## src/rtl/itc_pkg.sv

```systemverilog
package itc_pkg;
  typedef enum logic [1:0] {
    ACC_NONE = 2'd0,
    ACC_LO   = 2'd1,
    ACC_HI   = 2'd2,
    ACC_WORD = 2'd3
  } acc_e;

  function automatic logic [2:0] fold_mode(input logic [2:0] m);
    return (m > 3'd5) ? (m - 3'd4) : m;
  endfunction
endpackage

```

## src/rtl/itc_cmd_dec.sv

```systemverilog
module itc_cmd_dec #(
  parameter int NCH = 3
) (
  input  logic           wr_en,
  input  logic [1:0]     wr_addr,
  input  logic [7:0]     wdata,
  output logic [NCH-1:0] cfg_we,
  output logic [NCH-1:0] cnt_req,
  output logic [NCH-1:0] sts_req,
  output logic [NCH-1:0] data_we,
  output logic [1:0]     cfg_acc,
  output logic [2:0]     cfg_mode,
  output logic           cfg_bcd
);
  logic       ctl_wr;
  logic       rb_cmd;
  logic [1:0] sel;

  assign ctl_wr   = wr_en && (wr_addr == 2'd3);
  assign sel      = wdata[7:6];
  assign rb_cmd   = ctl_wr && (sel == 2'd3);
  assign cfg_acc  = wdata[5:4];
  assign cfg_mode = wdata[3:1];
  assign cfg_bcd  = wdata[0];

  for (genvar ch = 0; ch < NCH; ch++) begin : g_dec
    logic hit;
    assign hit         = ctl_wr && (sel == 2'(ch));
    assign cfg_we[ch]  = hit && (wdata[5:4] != 2'd0);
    assign cnt_req[ch] = (hit && (wdata[5:4] == 2'd0)) ||
                         (rb_cmd && wdata[ch+1] && !wdata[5]);
    assign sts_req[ch] = rb_cmd && wdata[ch+1] && !wdata[4];
    assign data_we[ch] = wr_en && (wr_addr == 2'(ch));
  end
endmodule

```

## src/rtl/itc_chan_port.sv

```systemverilog
module itc_chan_port
  import itc_pkg::*;
(
  input  logic        clk,
  input  logic        rst_n,
  input  logic        cfg_we,
  input  logic [1:0]  cfg_acc,
  input  logic [2:0]  cfg_mode,
  input  logic        cfg_bcd,
  input  logic        cnt_req,
  input  logic        sts_req,
  input  logic        data_we,
  input  logic        data_rd,
  input  logic [7:0]  wdata,
  input  logic [15:0] live,
  input  logic        out_now,
  output logic [7:0]  rd_byte,
  output logic        ld_stb,
  output logic [15:0] ld_val,
  output logic [2:0]  mode,
  output logic        bcd
);
  acc_e        acc_q, acc_d;
  acc_e        chold_q, chold_d;
  logic [2:0]  mode_q, mode_d;
  logic        bcd_q, bcd_d;
  logic        rtog_q, rtog_d;
  logic        wtog_q, wtog_d;
  logic [7:0]  wlo_q, wlo_d;
  logic        sheld_q, sheld_d;
  logic [7:0]  sts_q, sts_d;
  logic [15:0] lat_q, lat_d;
  logic        stb_q, stb_d;
  logic [15:0] val_q, val_d;

  // read byte from current state
  always_comb begin
    if (sheld_q) begin
      rd_byte = sts_q;
    end else if (chold_q != ACC_NONE) begin
      rd_byte = (chold_q == ACC_HI) ? lat_q[15:8] : lat_q[7:0];
    end else begin
      case (acc_q)
        ACC_HI:   rd_byte = live[15:8];
        ACC_WORD: rd_byte = rtog_q ? live[15:8] : live[7:0];
        default:  rd_byte = live[7:0];
      endcase
    end
  end

  // next state: read consumption, then configuration, then snapshot requests
  always_comb begin
    acc_d   = acc_q;
    chold_d = chold_q;
    mode_d  = mode_q;
    bcd_d   = bcd_q;
    rtog_d  = rtog_q;
    wtog_d  = wtog_q;
    wlo_d   = wlo_q;
    sheld_d = sheld_q;
    sts_d   = sts_q;
    lat_d   = lat_q;
    stb_d   = 1'b0;
    val_d   = val_q;

    if (data_rd) begin
      if (sheld_q) begin
        sheld_d = 1'b0;
      end else if (chold_q != ACC_NONE) begin
        chold_d = (chold_q == ACC_WORD) ? ACC_HI : ACC_NONE;
      end else if (acc_q == ACC_WORD) begin
        rtog_d = !rtog_q;
      end
    end

    if (cfg_we) begin
      acc_d  = acc_e'(cfg_acc);
      mode_d = fold_mode(cfg_mode);
      bcd_d  = cfg_bcd;
      rtog_d = 1'b0;
      wtog_d = 1'b0;
    end

    if (cnt_req && (chold_d == ACC_NONE)) begin
      chold_d = acc_q;
      lat_d   = live;
    end

    if (sts_req && !sheld_d) begin
      sheld_d = 1'b1;
      sts_d   = {out_now, 1'b0, acc_q, mode_q, bcd_q};
    end

    if (data_we) begin
      case (acc_q)
        ACC_LO: begin
          stb_d = 1'b1;
          val_d = {8'h00, wdata};
        end
        ACC_HI: begin
          stb_d = 1'b1;
          val_d = {wdata, 8'h00};
        end
        ACC_WORD: begin
          if (!wtog_q) begin
            wlo_d  = wdata;
            wtog_d = 1'b1;
          end else begin
            stb_d  = 1'b1;
            val_d  = {wdata, wlo_q};
            wtog_d = 1'b0;
          end
        end
        default: ;
      endcase
    end
  end

  always_ff @(posedge clk or negedge rst_n) begin
    if (!rst_n) begin
      acc_q   <= ACC_LO;
      chold_q <= ACC_NONE;
      mode_q  <= 3'd0;
      bcd_q   <= 1'b0;
      rtog_q  <= 1'b0;
      wtog_q  <= 1'b0;
      wlo_q   <= 8'h00;
      sheld_q <= 1'b0;
      sts_q   <= 8'h00;
      lat_q   <= 16'h0000;
      stb_q   <= 1'b0;
      val_q   <= 16'h0000;
    end else begin
      acc_q   <= acc_d;
      chold_q <= chold_d;
      mode_q  <= mode_d;
      bcd_q   <= bcd_d;
      rtog_q  <= rtog_d;
      wtog_q  <= wtog_d;
      wlo_q   <= wlo_d;
      sheld_q <= sheld_d;
      sts_q   <= sts_d;
      lat_q   <= lat_d;
      stb_q   <= stb_d;
      val_q   <= val_d;
    end
  end

  assign ld_stb = stb_q;
  assign ld_val = val_q;
  assign mode   = mode_q;
  assign bcd    = bcd_q;

  AST_STB_FROM_WRITE: assert property (@(posedge clk) disable iff (!rst_n)
    stb_q |-> $past(data_we));
  AST_WORD_FIRST_NO_LOAD: assert property (@(posedge clk) disable iff (!rst_n)
    (data_we && !cfg_we && (acc_q == ACC_WORD) && !wtog_q) |=> !stb_q);
  AST_HELD_COUNT_STABLE: assert property (@(posedge clk) disable iff (!rst_n)
    ((chold_q != ACC_NONE) && !data_rd) |=> $stable(lat_q));
  AST_STATUS_FIRST: assert property (@(posedge clk) disable iff (!rst_n)
    (data_rd && sheld_q && !cnt_req) |=> $stable(chold_q));
endmodule

```

## src/rtl/itc_rd_mux.sv

```systemverilog
module itc_rd_mux #(
  parameter int NCH = 3
) (
  input  logic           clk,
  input  logic           rst_n,
  input  logic           rd_en,
  input  logic [1:0]     rd_addr,
  input  logic [NCH*8-1:0] rd_bytes,
  output logic [7:0]     rdata
);
  logic [7:0] rdata_q, rdata_d;

  always_comb begin
    rdata_d = rdata_q;
    if (rd_en) begin
      rdata_d = 8'h00;
      for (int ch = 0; ch < NCH; ch++) begin
        if (rd_addr == 2'(ch)) rdata_d = rd_bytes[ch*8 +: 8];
      end
    end
  end

  always_ff @(posedge clk or negedge rst_n) begin
    if (!rst_n) rdata_q <= 8'h00;
    else        rdata_q <= rdata_d;
  end

  assign rdata = rdata_q;

  AST_CTRL_READ_ZERO: assert property (@(posedge clk) disable iff (!rst_n)
    (rd_en && (rd_addr == 2'd3)) |=> (rdata == 8'h00));
  AST_NO_READ_HOLDS: assert property (@(posedge clk) disable iff (!rst_n)
    !rd_en |=> $stable(rdata));
endmodule

```

## src/rtl/itc_regif.sv

```systemverilog
module itc_regif #(
  parameter int NCH = 3
) (
  input  logic             clk,
  input  logic             rst_n,
  input  logic             wr_en,
  input  logic [1:0]       wr_addr,
  input  logic [7:0]       wdata,
  input  logic             rd_en,
  input  logic [1:0]       rd_addr,
  output logic [7:0]       rdata,
  input  logic [NCH*16-1:0] live_cnt,
  input  logic [NCH-1:0]   out_lvl,
  output logic [NCH-1:0]   ld_stb,
  output logic [NCH*16-1:0] ld_val,
  output logic [NCH*3-1:0] ch_mode,
  output logic [NCH-1:0]   ch_bcd
);
  localparam int BYTE_W = 8;
  localparam int CNT_W  = 2 * BYTE_W;

  logic [NCH-1:0]        cfg_we, cnt_req, sts_req, data_we, data_rd;
  logic [1:0]            cfg_acc;
  logic [2:0]            cfg_mode;
  logic                  cfg_bcd;
  logic [NCH*BYTE_W-1:0] rd_bytes;

  itc_cmd_dec #(.NCH(NCH)) u_dec (
    .wr_en(wr_en), .wr_addr(wr_addr), .wdata(wdata),
    .cfg_we(cfg_we), .cnt_req(cnt_req), .sts_req(sts_req), .data_we(data_we),
    .cfg_acc(cfg_acc), .cfg_mode(cfg_mode), .cfg_bcd(cfg_bcd)
  );

  for (genvar ch = 0; ch < NCH; ch++) begin : g_ch
    assign data_rd[ch] = rd_en && (rd_addr == 2'(ch));
    itc_chan_port u_port (
      .clk(clk), .rst_n(rst_n),
      .cfg_we(cfg_we[ch]), .cfg_acc(cfg_acc), .cfg_mode(cfg_mode), .cfg_bcd(cfg_bcd),
      .cnt_req(cnt_req[ch]), .sts_req(sts_req[ch]),
      .data_we(data_we[ch]), .data_rd(data_rd[ch]), .wdata(wdata),
      .live(live_cnt[ch*CNT_W +: CNT_W]), .out_now(out_lvl[ch]),
      .rd_byte(rd_bytes[ch*BYTE_W +: BYTE_W]),
      .ld_stb(ld_stb[ch]), .ld_val(ld_val[ch*CNT_W +: CNT_W]),
      .mode(ch_mode[ch*3 +: 3]), .bcd(ch_bcd[ch])
    );
  end

  itc_rd_mux #(.NCH(NCH)) u_rd (
    .clk(clk), .rst_n(rst_n), .rd_en(rd_en), .rd_addr(rd_addr),
    .rd_bytes(rd_bytes), .rdata(rdata)
  );

  AST_ONE_LOAD: assert property (@(posedge clk) disable iff (!rst_n)
    $onehot0(ld_stb));
  AST_MODE_TRACKS_CFG: assert property (@(posedge clk) disable iff (!rst_n)
    (cfg_we[0] && (wdata[3:1] == 3'd7)) |=> (ch_mode[2:0] == 3'd3));
endmodule

```

## config.mk

```make
export PLATFORM = sky130hd
export DESIGN_NAME = itc_regif
export DESIGN_NICKNAME = d
export VERILOG_FILES = /design/src/rtl/itc_pkg.sv /design/src/rtl/itc_cmd_dec.sv /design/src/rtl/itc_chan_port.sv /design/src/rtl/itc_rd_mux.sv /design/src/rtl/itc_regif.sv
export SDC_FILE = /design/constraint.sdc
export NUM_CORES = 1
export LEC_CHECK = 0
export BUFFER_PORTS_ARGS = -buffer_cell sky130_fd_sc_hd__buf_4
export CAP_MARGIN = 20
export CORE_MARGIN = 3
export CORE_UTILIZATION = 50
export CTS_CLUSTER_DIAMETER = 120
export DETAILED_ROUTE_END_ITERATION = 6
export HOLD_SLACK_MARGIN = 0.08
export PLACE_DENSITY = 0.81
export SLEW_MARGIN = 40
export SYNTH_ARGS = -nofsm -noshare
export SYNTH_HDL_FRONTEND = slang
export SYNTH_SLANG_ARGS = --single-unit
```

## constraint.sdc

```tcl
create_clock -name clk -period 3.2 [get_ports clk]
set_input_delay 0.64 -clock clk [delete_from_list [all_inputs] [get_ports clk]]
set_output_delay 0.64 -clock clk [all_outputs]
set_load 0.02 [all_outputs]
```

---- After elaboration in Yosys (flattened, before gate mapping) ----
Cells that the tools add are included.
word-level totals
  bits in registers ....................... 185
  input port bits ......................... 67
  word-level logic and storage cells ...... 231
operators by class
  add/subtract/negate cells ............... 1
  order comparisons ....................... 1
  eq/ne operators ......................... 32
  multiplexer cells ....................... 82
  bitwise operators ....................... 3
  reduce and logical (&&, ||, !) cells .... 75
operators by type and width
  operator                                                                 number
  16-bit one-hot mux with 3 select lines                                   3
  8-bit two-way mux                                                        15
  16-bit two-way mux                                                       3
  8-bit one-hot mux with 2 select lines                                    3
  1-bit two-way mux                                                        39
  2-bit == test, second input constant                                     17
  1-bit logical AND                                                        32
  2-bit two-way mux                                                        15
  2-bit nonzero test                                                       10
  2-bit by 1-bit inequality test with 1-bit output, second input constant  9
  3-bit AND reduction                                                      6
  2-bit zero test                                                          7
  2-bit by 1-bit == test with 1-bit output, second input constant          6
  4-bit AND reduction                                                      3
  3-bit nonzero test                                                       3
  1-bit zero test                                                          8
  1-bit one-hot mux with 2 select lines                                    3
  2-bit OR reduction                                                       3
  3-bit > comparator, second input constant                                1
  1-bit logical OR                                                         3
  3-bit two-way mux                                                        1
  1-bit NOT                                                                3
  3-bit subtractor, second input constant                                  1

---- Logic depth before layout (Yosys ltp) ----
  depth in word-level cells ............... 8
  depth in mapped cells ................... 9
  mapped depth without buffers ............ 7

---- Cells and area by module ----
From an unflattened synthesis, not the netlist that was laid out.
second synthesis, totals
  cells, all modules ...................... 901
  area total of the unflattened synthesis .. 9416.5 µm²
by module, submodules not included
  module         times used  cells an instance  area an instance (µm²)  sequential area each (µm²)
  itc_chan_port  3           273                2882.8                  1477.7
  itc_rd_mux     1           47                 525.5                   200.2
  itc_cmd_dec    1           32                 212.7                   0.0
  itc_regif      1           3                  30.0                    0.0

---- Worst setup path after synthesis ----
Ideal clock, no wire load.
  path kind ............................... input -> register
  from .................................... input port wr_en
  to ...................................... register g_ch[0].u_port.lat_q[10]
  library setup time ...................... 0.125 ns
  arrival time ............................ 2.234 ns
  setup slack ............................. 0.842 ns
  cell stages on the path ................. 8
  cells stage by stage .................... buf_2 nand3_1 or3_1 o22ai_1 o211a_1 buf_2 buf_2 mux2_2
between the ends
  longest elaborated chain between the ends .. 6
RTL lines
  what                            RTL line              source
  from (decl)                     itc_regif.sv:6        input logic wr_en,
  1-bit logical AND (*)           itc_cmd_dec.sv:19     assign ctl_wr = wr_en && (wr_addr == 2'd3);
  1-bit logical AND               itc_cmd_dec.sv:21     assign rb_cmd = ctl_wr && (sel == 2'd3);
  1-bit logical AND (2 in a row)  itc_cmd_dec.sv:31     (rb_cmd && wdata[ch+1] && !wdata[5]);
  1-bit logical OR (*)            itc_cmd_dec.sv:30     assign cnt_req[ch] = (hit && (wdata[5:4] == 2'd0)) ||
  1-bit logical AND (*)           itc_chan_port.sv:84   if (cnt_req && (chold_d == ACC_NONE)) begin
  to (signal assigned)            itc_chan_port.sv:143  lat_q <= lat_d;
  to (decl)                       itc_chan_port.sv:32   logic [15:0] lat_q, lat_d;
Every way passes the cells marked *; elsewhere a longest branch is shown, timed or not.
A chain may end at the register's enable or synchronous reset.

---- Worst setup path after layout ----
  from .................................... register g_ch[0].u_port.acc_q[0]
  to ...................................... register u_rd.rdata_q[6], in the netlist u_rd.rdata[6]
between the ends
  longest elaborated chain between the ends .. 7
RTL lines
  what                                       RTL line              source
  from (decl)                                itc_chan_port.sv:23   acc_e acc_q, acc_d;
  from (signal assigned)                     itc_chan_port.sv:121  acc_q <= ACC_LO;
  from (signal assigned)                     itc_chan_port.sv:134  acc_q <= acc_d;
  2-bit == test                              itc_chan_port.sv:43   case (acc_q)
  8-bit one-hot mux with 2 select lines (*)  itc_chan_port.sv:43
  8-bit two-way mux (*)                      itc_chan_port.sv:40   end else if (chold_q != ACC_NONE) begin
  8-bit two-way mux (*)                      itc_chan_port.sv:38   if (sheld_q) begin
  8-bit two-way mux (*) (3 in a row)         itc_rd_mux.sv:18      if (rd_addr == 2'(ch)) rdata_d = rd_bytes[ch*8 +: 8];
  to (signal assigned)                       itc_rd_mux.sv:25      else rdata_q <= rdata_d;
  to (decl)                                  itc_rd_mux.sv:11      logic [7:0] rdata_q, rdata_d;
Marked as above.

==> reports/qor.csv <==
metric,value,unit
outcome,"finished, final reports clean",
synth_top_area_share,0.508,
drive_above_1_share,0.328,
layout_common_cells,"dfrtp_1 (182), buf_4 (158), mux2_2 (105)",
dp_slack,0.631,ns
ant_nets,0,
clkLatencyLatePin,0.43,ns
drt_wl_total,23.5,mm
setup_tns,0,ns
synth-edff-count,0,
diodes,0,
ir_drop,493,uV
fin_crit,2.65,ns
synth_fp_nets,920,
synthToLayoutAreaGrowth,20.3,%
routedWlPerCell,19.6,um
initial_core_util,0.514,
arrival,2.95,ns
leakage,0.00507,uW
crit_path_start_kind,flip-flop,
crit_path_frequent_cell,nor2_1,
slew_violations,0,
highest_layer,met4,
ctsResizeCount,0,
async_flop_share,1.00,
setup_violations,0,
finClkSkew,0.00504,ns
finalWorstSetupSlack,0.552,ns
powerDensity,745,nW/um^2
maxCapViolCount,0,
met2_length,11.4,mm
timing.rr.end,u_rd.rdata[6],
placed_area,10200,um^2
vias,7110,
rows,48,
seq_area_frac_synth,0.517,
fmax,378,MHz
cts-root-buf,clkbuf_16,
cts_hold_buf,0,
die-area,19600,um^2
hp-class,input port to asynchronous set/reset pin,
met1Wirelength,10.1,mm
crit_fanout,11,
cpMaxStageDelayCell,dfstp_2,
slew_headroom,0.493,
ios,138,
reg2reg_depth,7,
grt_pass1_wl,38.4,mm
drc,0,
drtPass1Iterations,5,
layout.nets,1040,
netlist_instances,841,
drtIter0Drc,520,
cts_setup_buffers,0,
worstMarginPinSlew,0.758,ns
ff_latch_area,4630,um^2
final_area,10800,um^2
layout_commonest_cell,dfrtp_1,
stdcell_count,1199,
dp_hpwl,16.5,mm
clockBufferDepth,2,
timing.final.crit_share,0.828,
grt_antenna_before_repair,0,
die_h,140,um
cp_cell_sequence,"inv_1, ha_1, nor2_1, nor2_1, a221oi_1, o21ai_0, a221o_1",
routed_via_density,5.93,
ys_warn_count,0,
crit_required,3.51,ns
gr-usage-all-layers,0.246,
worst_r2r_startpoint,g_ch[0].u_port.acc_q[0],
die_w,140,um
grt_max_degree,75,
core_area,17400,um^2
syn-cell-area,8960,um^2
syn_avg_cell_area,10.7,um^2
clkTransAtPathRegs,0.07,ns
rsz0062_at_grt,no,
synth_area_leaders,"dfrtp_1 (51%), mux2_2 (13%), a21oi_1 (3.7%), o21ai_0 (3.4%), nand2_1 (2.7%)",
cp_slowest_stage_delay,0.59,ns
port_buffers,137,
cts_tree,built,
cts_sinks,185,
synth_largest_area_cell,dfrtp_1,
ys.flop_type,dfrtp_1,
hold_viol,0,
worstSetupPathType,flip-flop to flip-flop,
place_inst,1167,
grt_pass1_vias,7207,
setup.worst_path.end_class,flip-flop,
cts_buffers,17,
h-tree-depth,4,
r2r_setup_slack,0.55,ns
gr-total-overflow,0,
wl_met3,1.66,mm
multiInputGateArea,3950,um^2
gp_congestion,0.900,
synth.distinct_cells,53,
ys_ff_latch,185,
fillers,1425,
[per-stage QoR]
stage	hold WS [ns]	utilization	power (uW)
2_1_floorplan	0.344	-	4910
3_3_place_gp	0.481	0.586	5940
3_5_place_dp	0.487	0.586	6040
4_1_cts	0.260	0.619	8060
5_1_grt	0.278	0.619	8470
6_report	0.239	0.619	8030
[sequential cells by signal, summed over array words and instances (netlist names), 6 cells and up]
signal / cells
g_ch.u_port.mode: 9
g_ch.u_port.chold_q: 6
u_rd.rdata: 8
g_ch.u_port.lat_q: 48
g_ch.u_port.sts_q: 21
g_ch.u_port.wlo_q: 24
g_ch.u_port.acc_q: 6
g_ch.u_port.ld_val: 48
[cell families after synthesis]
group	after synthesis	synth area share
AO/OA/AOI/OAI	230	0.160
XOR/XNOR	3	0.00293
adder cells (fa/ha/maj)	13	0.0180
buffers and inverters	89	0.0418
flip-flops	185	0.517
multiplexers	116	0.149
AND/OR/NAND/NOR	205	0.112
[layer usage]
metal	vias up	GRT usage
li1	3265	-
met1	3555	0.345
met2	260	0.387
met3	30	0.0564
met4	0	0.0683
met5	-	0
[power breakdown]
group	leakage (uW)	total [uW]	switching (uW)	internal, uW
registers	0.00237	3450	468	2980
logic	0.00243	2550	1400	1150
clock network	0.000267	2020	921	1100
[cells in the mapped netlist (all sizes together) (4+ instances only)]
cell type / number
or2: 4
mux2: 113
nor2: 46
inv: 28
a31oi: 8
a22oi: 29
a221o: 9
nand3: 43
clkbuf: 44
o22ai: 16
and2: 4
a22o: 6
nand2: 64
nor3b: 11
ha: 12
a21oi: 69
nor3: 7
buf: 16
o211ai: 8
nor2b: 12
o21ai: 62
a221oi: 9
dfrtp: 182
[worst max-delay path, delay by kind of cell, from the launching register on]
| family | cells | cell delay [ns] |
|---|---|---|
| buf+inv | 1 | 0.09 |
| fa+ha+maj | 1 | 0.37 |
| compound gates | 3 | 1.02 |
| simple gates | 2 | 0.45 |
| flops | 1 | 0.59 |
[final cells by class]
cell class	instances	share of cell area
Tap cell	225	0.0261
Timing Repair Buffer	161	0.115
Inverter	29	0.0101
Clock inverter	13	0.0110
Sequential cell	185	0.430
Clock buffer	19	0.0411
Multi-Input combinational cell	567	0.367
[worst max-delay path by stage]
stage / start / end / slack [ns] / cells past startpoint
6_report: g_ch[0].u_port.acc_q[0] / u_rd.rdata[6] / 0.55 / 7
5_1_grt: g_ch[0].u_port.acc_q[0] / u_rd.rdata[6] / 0.41 / 7
4_1_cts: g_ch[0].u_port.acc_q[0] / u_rd.rdata[6] / 0.62 / 7
3_5_place_dp: rd_en / g_ch[2].u_port.lat_q[9] / 0.63 / 6
3_3_place_gp: wdata[4] / g_ch[2].u_port.lat_q[15] / 0.69 / 6
2_1_floorplan: wr_en / g_ch[0].u_port.lat_q[10] / 0.84 / 8
Note: power is estimated with default switching activity, not from simulation.
